$ cat config.mk
export PLATFORM = sky130hd
export DESIGN_NAME = smt_issue_arbiter
export DESIGN_NICKNAME = d
export VERILOG_FILES = /design/src/rtl/smt_arb_pkg.sv /design/src/rtl/smt_hint_track.sv /design/src/rtl/smt_slot_sched.sv /design/src/rtl/smt_issue_arbiter.sv
export SDC_FILE = /design/constraint.sdc
export NUM_CORES = 1
export LEC_CHECK = 0
export BUFFER_PORTS_ARGS = -buffer_cell sky130_fd_sc_hd__buf_2
export CELL_PAD_IN_SITES_DETAIL_PLACEMENT = 1
export CELL_PAD_IN_SITES_GLOBAL_PLACEMENT = 1
export CORE_MARGIN = 2
export CORE_UTILIZATION = 38
export CTS_CLUSTER_DIAMETER = 40
export CTS_CLUSTER_SIZE = 16
export DETAILED_ROUTE_END_ITERATION = 8
export PLACE_DENSITY_LB_ADDON = 0.1
export SETUP_SLACK_MARGIN = 0.5
export SKIP_CTS_REPAIR_TIMING = 1
export SYNTH_ARGS = -nofsm -noshare
export SYNTH_HDL_FRONTEND = slang
export SYNTH_HIERARCHICAL = 1
export SYNTH_SLANG_ARGS = --single-unit
$ cat constraint.sdc
create_clock -name clk -period 7.85 [get_ports clk]
set_input_delay 1.57 -clock clk [delete_from_list [all_inputs] [get_ports clk]]
set_output_delay 1.57 -clock clk [all_outputs]
set_load 0.01 [all_outputs]
$ cat src/rtl/smt_arb_pkg.sv
package smt_arb_pkg;
  localparam int INSN_W = 32;
  localparam int LVL_W  = 3;
  localparam int REG_W  = 5;
  typedef logic [LVL_W-1:0] lvl_t;

  localparam lvl_t LVL_VLOW  = 3'd1;
  localparam lvl_t LVL_LOW   = 3'd2;
  localparam lvl_t LVL_MLOW  = 3'd3;
  localparam lvl_t LVL_NORM  = 3'd4;
  localparam lvl_t LVL_MHIGH = 3'd5;
  localparam lvl_t LVL_HIGH  = 3'd6;

  localparam logic [5:0] HINT_OPCD = 6'd31;
  localparam logic [9:0] HINT_XO   = 10'd444;

  // slot-share bias per level; thread 0 share = half window + b0 - b1
  function automatic logic [2:0] lvl_bias(input lvl_t l);
    case (l)
      3'd1:    lvl_bias = 3'd0;
      3'd2:    lvl_bias = 3'd2;
      3'd3:    lvl_bias = 3'd3;
      3'd4:    lvl_bias = 3'd4;
      3'd5:    lvl_bias = 3'd5;
      3'd6:    lvl_bias = 3'd7;
      default: lvl_bias = 3'd4;
    endcase
  endfunction
endpackage

$ cat src/rtl/smt_hint_track.sv
module smt_hint_track
  import smt_arb_pkg::*;
(
  input  logic              clk,
  input  logic              rst_n,
  input  logic              valid_i,
  input  logic [INSN_W-1:0] word_i,
  input  logic              kernel_i,
  output lvl_t              level_o
);
  logic [5:0]       opcd;
  logic [REG_W-1:0] r_s, r_a, r_b;
  logic [9:0]       xo;
  logic             rc;
  logic             is_hint;
  logic             upd;
  lvl_t             lvl_q, lvl_new;

  assign opcd = word_i[31:26];
  assign r_s  = word_i[25:21];
  assign r_a  = word_i[20:16];
  assign r_b  = word_i[15:11];
  assign xo   = word_i[10:1];
  assign rc   = word_i[0];

  assign is_hint = valid_i && (opcd == HINT_OPCD) && (xo == HINT_XO) &&
                   !rc && (r_s == r_a) && (r_a == r_b);

  always_comb begin
    upd     = 1'b0;
    lvl_new = lvl_q;
    if (is_hint) begin
      case (r_s)
        5'd1:  begin upd = 1'b1;     lvl_new = LVL_LOW;   end
        5'd6:  begin upd = 1'b1;     lvl_new = LVL_MLOW;  end
        5'd2:  begin upd = 1'b1;     lvl_new = LVL_NORM;  end
        5'd31: begin upd = kernel_i; lvl_new = LVL_VLOW;  end
        5'd5:  begin upd = kernel_i; lvl_new = LVL_MHIGH; end
        5'd3:  begin upd = kernel_i; lvl_new = LVL_HIGH;  end
        default: upd = 1'b0;
      endcase
    end
  end

  always_ff @(posedge clk) begin
    if (!rst_n)   lvl_q <= LVL_NORM;
    else if (upd) lvl_q <= lvl_new;
  end

  assign level_o = lvl_q;
endmodule

$ cat src/rtl/smt_slot_sched.sv
module smt_slot_sched
  import smt_arb_pkg::*;
#(
  parameter int WIN_LOG2 = 4
) (
  input  logic       clk,
  input  logic       rst_n,
  input  logic [1:0] runnable_i,
  input  lvl_t       lvl0_i,
  input  lvl_t       lvl1_i,
  output logic [1:0] grant_o
);
  localparam int NW   = WIN_LOG2 + 1;
  localparam int PW   = 2 * NW;
  localparam int HALF = 1 << (WIN_LOG2 - 1);

  logic [WIN_LOG2-1:0] pos_q;
  logic [NW-1:0]       share0;
  logic [PW-1:0]       p_cur, p_nxt;
  logic                pick0;
  logic                both;

  assign both   = &runnable_i;
  assign share0 = NW'(HALF) + NW'(lvl_bias(lvl0_i)) - NW'(lvl_bias(lvl1_i));
  assign p_cur  = PW'(pos_q) * PW'(share0);
  assign p_nxt  = (PW'(pos_q) + PW'(1)) * PW'(share0);
  assign pick0  = (p_nxt >> WIN_LOG2) != (p_cur >> WIN_LOG2);

  always_comb begin
    case (runnable_i)
      2'b01:   grant_o = 2'b01;
      2'b10:   grant_o = 2'b10;
      2'b11:   grant_o = pick0 ? 2'b01 : 2'b10;
      default: grant_o = 2'b00;
    endcase
  end

  always_ff @(posedge clk) begin
    if (!rst_n)    pos_q <= '0;
    else if (both) pos_q <= pos_q + 1'b1;
  end
endmodule

$ cat src/rtl/smt_issue_arbiter.sv
module smt_issue_arbiter
  import smt_arb_pkg::*;
#(
  parameter int WIN_LOG2 = 4
) (
  input  logic          clk,
  input  logic          rst_n,
  input  logic [1:0]    hint_valid_i,
  input  logic [63:0]   hint_word_i,
  input  logic [1:0]    kernel_i,
  input  logic [1:0]    runnable_i,
  output logic [1:0]    grant_o,
  output logic [5:0]    level_o
);
  lvl_t lvl [2];

  for (genvar t = 0; t < 2; t++) begin : g_thr
    smt_hint_track u_trk (
      .clk      (clk),
      .rst_n    (rst_n),
      .valid_i  (hint_valid_i[t]),
      .word_i   (hint_word_i[INSN_W*t +: INSN_W]),
      .kernel_i (kernel_i[t]),
      .level_o  (lvl[t])
    );
    assign level_o[LVL_W*t +: LVL_W] = lvl[t];
  end

  smt_slot_sched #(.WIN_LOG2(WIN_LOG2)) u_sched (
    .clk        (clk),
    .rst_n      (rst_n),
    .runnable_i (runnable_i),
    .lvl0_i     (lvl[0]),
    .lvl1_i     (lvl[1]),
    .grant_o    (grant_o)
  );
endmodule

## Word-level counts from Yosys, hierarchy flattened

Cells that the tools add are included.

| word-level totals | value |
|---|---|
| register bits after elaboration | 10 |
| word-level logic and storage cells | 74 |
| bits of input ports | 72 |

| operators by class | value |
|---|---|
| $add $sub $neg | 4 |
| multiplexer cells | 10 |
| equality and inequality tests | 34 |
| reduce and logical (&&, ||, !) cells | 21 |
| multipliers | 2 |

Operators by type and width:

| kind | number |
|---|---|
| 3-bit case mux with 6 select lines | 2 |
| 3-bit case mux with 5 select lines | 2 |
| 10-bit by 9-bit equality test with 1-bit output, second input constant | 2 |
| 5-bit by 2-bit equality test with 1-bit output, second input constant | 4 |
| 5-bit by 3-bit equality test with 1-bit output, second input constant | 4 |
| 5-bit equality test | 4 |
| 3-bit by 2-bit equality test with 1-bit output, second input constant | 4 |
| 3-bit equality test, second input constant | 4 |
| 6-bit by 5-bit equality test with 1-bit output, second input constant | 2 |
| 6-bit nonzero test | 2 |
| 3-bit OR reduction | 4 |
| 5-bit by 1-bit equality test with 1-bit output, second input constant | 2 |
| 5-bit equality test, second input constant | 2 |
| 1-bit logical AND | 10 |
| 10-bit by 5-bit multiplier with 10-bit output | 1 |
| 4-bit by 5-bit multiplier with 9-bit output | 1 |
| 3-bit by 1-bit equality test with 1-bit output, second input constant | 2 |
| 6-bit by 5-bit != test with 1-bit output | 1 |
| 2-bit case mux with 3 select lines | 1 |
| 3-bit AND reduction | 2 |
| 4-bit by 1-bit adder with 5-bit output, second input constant | 1 |
| 4-bit by 3-bit adder with 5-bit output, first input constant | 1 |
| 5-bit by 3-bit subtractor with 5-bit output | 1 |
| 4-bit by 1-bit adder with 4-bit output, second input constant | 1 |
| other kinds (7) | 11 |

## Depth between registers and ports, before layout

| depth | value |
|---|---|
| word-level depth | 8 |
| mapped depth | 21 |

## Cells and area by module

Netlist, hierarchy kept.

By module, submodules not included:

| module | area an instance (um^2) | sequential area each (um^2) | cells an instance | instances |
|---|---|---|---|---|
| smt_slot_sched | 1503.9 | 80.1 | 173 | 1 |
| smt_hint_track | 434.2 | 60.1 | 56 | 2 |

## Worst setup path after synthesis

No wires, ideal clock.

| path | value |
|---|---|
| path type | reg2out |
| from | reg g_thr[1].u_trk.lvl_q[1] |
| to | out grant_o[1] |
| required time | 6.280 ns |
| setup slack | 1.598 ns |
| path buffers | 0 |
| arrival time | 4.682 ns |
| cell stages (with the launch flop) | 20 |
| cells stage by stage | dfxtp_1 > xor2_1 > nand2_1 > o21ai_0 > ha_1 > inv_1 > fa_1 > xnor2_1 > nor2_1 > ha_1 > fa_1 > fa_1 > ha_1 > and4_1 > o2bb2ai_2 > nor2_2 > xnor2_1 > mux2i_1 > o2111ai_1 > o32ai_1 |

| between the ends | value |
|---|---|
| word-level cells in the longest chain between the ends | 7 |
| elaborated cells between the ends (all ways) | 12 |
| those cells by class | add/sub (1); mul (2); eq/ne (6); mux (3) |

Ends and longest elaborated chain:

| element | RTL line | text |
|---|---|---|
| start: declaration | smt_hint_track.sv:17 | `lvl_t lvl_q, lvl_new;` |
| start signal: assignment | smt_hint_track.sv:47 | `else if (upd) lvl_q <= lvl_new;` |
| 3-bit equality test (tied with other cells) | smt_arb_pkg.sv:19 | `case (l)` |
| 3-bit case mux with 5 select lines * | smt_arb_pkg.sv:19 |  |
| 5-bit by 3-bit subtractor with 5-bit output * | smt_slot_sched.sv:24 | `assign share0 = NW'(HALF) + NW'(lvl_bias(lvl0_i)) - NW'(lvl_bias(lvl1_i));` |
| 10-bit by 5-bit multiplier with 10-bit output or 4-bit by 5-bit multiplier with 9-bit output (tied branches) | smt_slot_sched.sv:26, smt_slot_sched.sv:25 |  |
| 6-bit by 5-bit != test with 1-bit output * | smt_slot_sched.sv:27 | `assign pick0 = (p_nxt >> WIN_LOG2) != (p_cur >> WIN_LOG2);` |
| 2-bit 2-to-1 mux * | smt_slot_sched.sv:33 | `2'b11: grant_o = pick0 ? 2'b01 : 2'b10;` |
| 2-bit case mux with 3 select lines * | smt_slot_sched.sv:30 | `case (runnable_i)` |
| end: declaration | smt_issue_arbiter.sv:12 | `output logic [1:0] grant_o,` |

Mark *: on every way between the ends. The rest lies on a longest branch, timed or not.

## Worst setup path in the final report

Same ends and word-level chain as after synthesis.

==> metrics.md <==
| Metric | Value |
|---|---|
| Result of the run | `complete, no violations` |
| CTS H-tree lvls | `1` |
| First-pass GRT wire length | `around 11000 um` |
| Cell accounting for the most synthesized area | `sky130_fd_sc_hd__ha_1` |
| Overall fraction of global-route tracks in use | `18.0%` |
| Setup Viol. Count Final | `0` |
| Area used by sequential logic in the layout | `200 um2` |
| Standby leakage power | `between 0.001 and 0.0015 uW` |
| Data required time of the worst path | `6.28 ns` |
| Die H | `between 80 and 90 um` |
| Register area share after synthesis | `~8.4%` |
| Maximum fanout count along the critical path | `6` |
| Top cells by area, synth | `sky130_fd_sc_hd__ha_1 17%, sky130_fd_sc_hd__dfxtp_1 8.4%, sky130_fd_sc_hd__fa_1 7.6%` |
| Remaining number of nets flagged by the antenna check after routing | `0` |
| Hold Path Class | `register to register` |
| Count of maximum capacitance violations | `0` |
| Count of different cell masters after synthesis | `56` |
| Final Cycle Share | `87.6%` |
| Drt drc | `0` |
| Clock transition time at the flip-flop clock pins of the worst setup and hold paths | `~0.050 ns` |
| Total negative setup slack | `0 ns` |
| Syn_nets | `around 400` |
| Port Buffers | `a little under 80` |
| Diode insertion count for antenna repair | `0` |
| Kind of capture point of the worst setup path | `output port` |
| Final hold violation count | `0` |
| DRC marker count from the first detailed-route iteration | `52` |
| Area share of the largest cell type after synthesis | `16.9%` |
| Element type at the critical path start | `register` |
| Leading cell type in the layout, fill and taps excluded | `sky130_fd_sc_hd__buf_2` |
| First drt pass iteration count | `4` |
| Core area | `~6000 um2` |
| DR vias | `~2300` |
| Data arrival time of the worst path | `5.31 ns` |
| #FFs+latches synth | `10` |
| Number of enable-type register cells in the synthesized netlist | `0` |
| Area delta synth->final | `19.2%` |
| Die width | `about 83 um` |
| Average wire length per cell after detail routing | `~14 um` |
| Total detailed-routing wirelength | `between 6000 and 7000 um` |
| Number of antenna violations at the first check in global routing | `0` |
| Crit Path Category | `register to output port` |
| Total Die Area | `6890 um2` |
| Syn avg cell area | `around 8.3 um2` |
| Main synth FF type | `sky130_fd_sc_hd__dfxtp_1` |
| Area of combinational cells with multiple inputs | `about 2000 um2` |
| Share of cells above drive strength 1 | `a little under a third` |
| Syn Inst Count | `~290` |
| Via count of the first global-routing pass | `around 2400` |
| Post-synthesis async set-or-reset flop share | `0%` |
| Post-layout nets | `approximately 470` |
| Number of I/O pins | `80` |
| Number of warning messages in the yosys log | `6` |
| Sink Count | `10` |
| Effective utilization at floorplan | `around two fifths` |
| Netlist Area Pre-Place | `roughly 2400 um2` |
| IR Drop Worst-Case VDD | `around 87 uV` |
| Filler cells | `788` |
| Setup repair after global routing missed its margin | `no` |
| Skew-Pair Late Insertion Delay | `between 0.2 and 0.25 ns` |
| Maximum number of buffers from clock root to sink | `2` |
| Largest clock skew in the final design | `between 0.00015 and 0.0002 ns` |
| Number of vias per cell | `5.29` |
| Hold_ws | `roughly 0.52 ns` |
| Min Tclk post-route | `approximately 6.9 ns` |
| Max-slew violations | `0` |
| Maximum achievable frequency | `~150 MHz` |
| Maximum number of pins on one net before global-route repair | `15` |
| # rows | `28` |
| Tightest Pin Transition | `between 0.4 and 0.5 ns` |
| Slew HR | `between 70% and 80%` |
| Commonest non-fill, non-tap cells in the layout | `79 x sky130_fd_sc_hd__buf_2, 32 x sky130_fd_sc_hd__ha_1, 26 x sky130_fd_sc_hd__nor2_1` |
| Buffer type at the clock tree root | `sky130_fd_sc_hd__clkbuf_8` |
| Number of buffers inserted during clock tree synthesis | `3` |
| Final GP Congestion | `0.783` |
| Residual overflow from global routing | `0` |
| CTS tree | `yes` |
| Power Density | `approximately 57 nW/um2` |
| DP Wirelength | `approximately 5500 um` |
[Yosys cell counts (9+ instances only)]
library cell / number
sky130_fd_sc_hd__fa_1: 9
sky130_fd_sc_hd__inv_1: 12
sky130_fd_sc_hd__nor2_1: 26
sky130_fd_sc_hd__xor2_1: 10
sky130_fd_sc_hd__o21ai_0: 10
sky130_fd_sc_hd__and3_1: 12
sky130_fd_sc_hd__ha_1: 32
sky130_fd_sc_hd__a21oi_1: 9
sky130_fd_sc_hd__and2_1: 11
sky130_fd_sc_hd__nand2_1: 25
sky130_fd_sc_hd__dfxtp_1: 10
sky130_fd_sc_hd__nand4_1: 9
[metal layers]
metal	global-route usage, %	part of all wire, %	vias up
met1	21.6	44	1095
met4	1.34	0.40	0
met3	2.39	2.2	2
met2	35.1	53	20
met5	0	0	-
li1	-	-	1174
[registers in the layout, indices dropped and copies added (netlist names)]
name,flops
u_sched/pos_q,4
g_thr.u_trk/level_o,6
[path summary, 6_finish.rpt]
path / slack, ns / depth (start not counted) / start / to
min: 0.52 / 2 / g_thr[0].u_trk/level_o[0]$_SDFFE_PN0P_ / g_thr[0].u_trk/level_o[0]$_SDFFE_PN0P_
max: 0.97 / 20 / g_thr[1].u_trk/level_o[1]$_SDFFE_PN0P_ / grant_o[1]
min reg2reg: 0.52 / 2 / g_thr[0].u_trk/level_o[0]$_SDFFE_PN0P_ / g_thr[0].u_trk/level_o[0]$_SDFFE_PN0P_
max reg2reg: 6.49 / 4 / u_sched/pos_q[0]$_SDFFE_PN0P_ / u_sched/pos_q[2]$_SDFFE_PN0P_
[logic make-up (layout without fill, tap and decap cells)]
kind of cell	Yosys count	in the layout	share of synthesized area (%)
AND/OR/NAND/NOR	139	139	35.7
AO/OA/AOI/OAI	45	45	13.6
adder cells (fa/ha/maj)	41	41	24.5
XOR/XNOR	21	21	8.97
buffers and inverters	21	94	5.54
flip-flops	10	10	8.44
multiplexers	8	8	3.38
[final cells by class]
cell class / instances / share of cell area, %
multi-input cells: 254 / 72.6
repair buffers: 79 / 14.0
flip-flops and latches: 10 / 7.08
well taps: 75 / 3.32
inverters: 12 / 1.59
clock buffers: 3 / 1.46
[critical path, cell delays in order, from the launching register on]
cell,delay [ns]
sky130_fd_sc_hd__dfxtp_1,0.42
sky130_fd_sc_hd__xor2_1,0.16
sky130_fd_sc_hd__nand2_1,0.06
sky130_fd_sc_hd__o21ai_0,0.08
sky130_fd_sc_hd__ha_1,0.17
sky130_fd_sc_hd__inv_1,0.06
sky130_fd_sc_hd__fa_1,0.43
sky130_fd_sc_hd__xor2_1,0.32
sky130_fd_sc_hd__and2_1,0.19
sky130_fd_sc_hd__ha_1,0.18
sky130_fd_sc_hd__fa_1,0.45
sky130_fd_sc_hd__fa_1,0.51
sky130_fd_sc_hd__ha_1,0.37
sky130_fd_sc_hd__and4_1,0.23
sky130_fd_sc_hd__o2bb2ai_2,0.15
sky130_fd_sc_hd__nor2_2,0.05
sky130_fd_sc_hd__xnor2_1,0.31
sky130_fd_sc_hd__mux2i_1,0.27
sky130_fd_sc_hd__o2111ai_1,0.18
sky130_fd_sc_hd__o32ai_1,0.30
sky130_fd_sc_hd__buf_2,0.17
[report_power, final]
| group | switching (uW) | internal, uW | leakage [uW] |
|---|---|---|---|
| clock network | 18.4 | 33.4 | 0.0000216 |
| registers | 1.90 | 51.6 | 0.0000809 |
| logic | 28.3 | 28.8 | 0.00133 |
[stage by stage]
step / power [uW] / setup slack (ns) / utilization (%) / cells / instance area [um2]
2_1_floorplan: 87.2 / 1.60 / - / 285 / 2370
3_3_place_gp: 110 / 1.40 / 46.3 / 430 / 2780
3_5_place_dp: 112 / 1.07 / 46.3 / 430 / 2780
4_1_cts: 165 / 0.820 / 47.0 / 433 / 2820
5_1_grt: 174 / 0.521 / 47.2 / 433 / 2830
6_report: 162 / 0.972 / 47.2 / 433 / 2830
(Power assumes the default switching activity.)
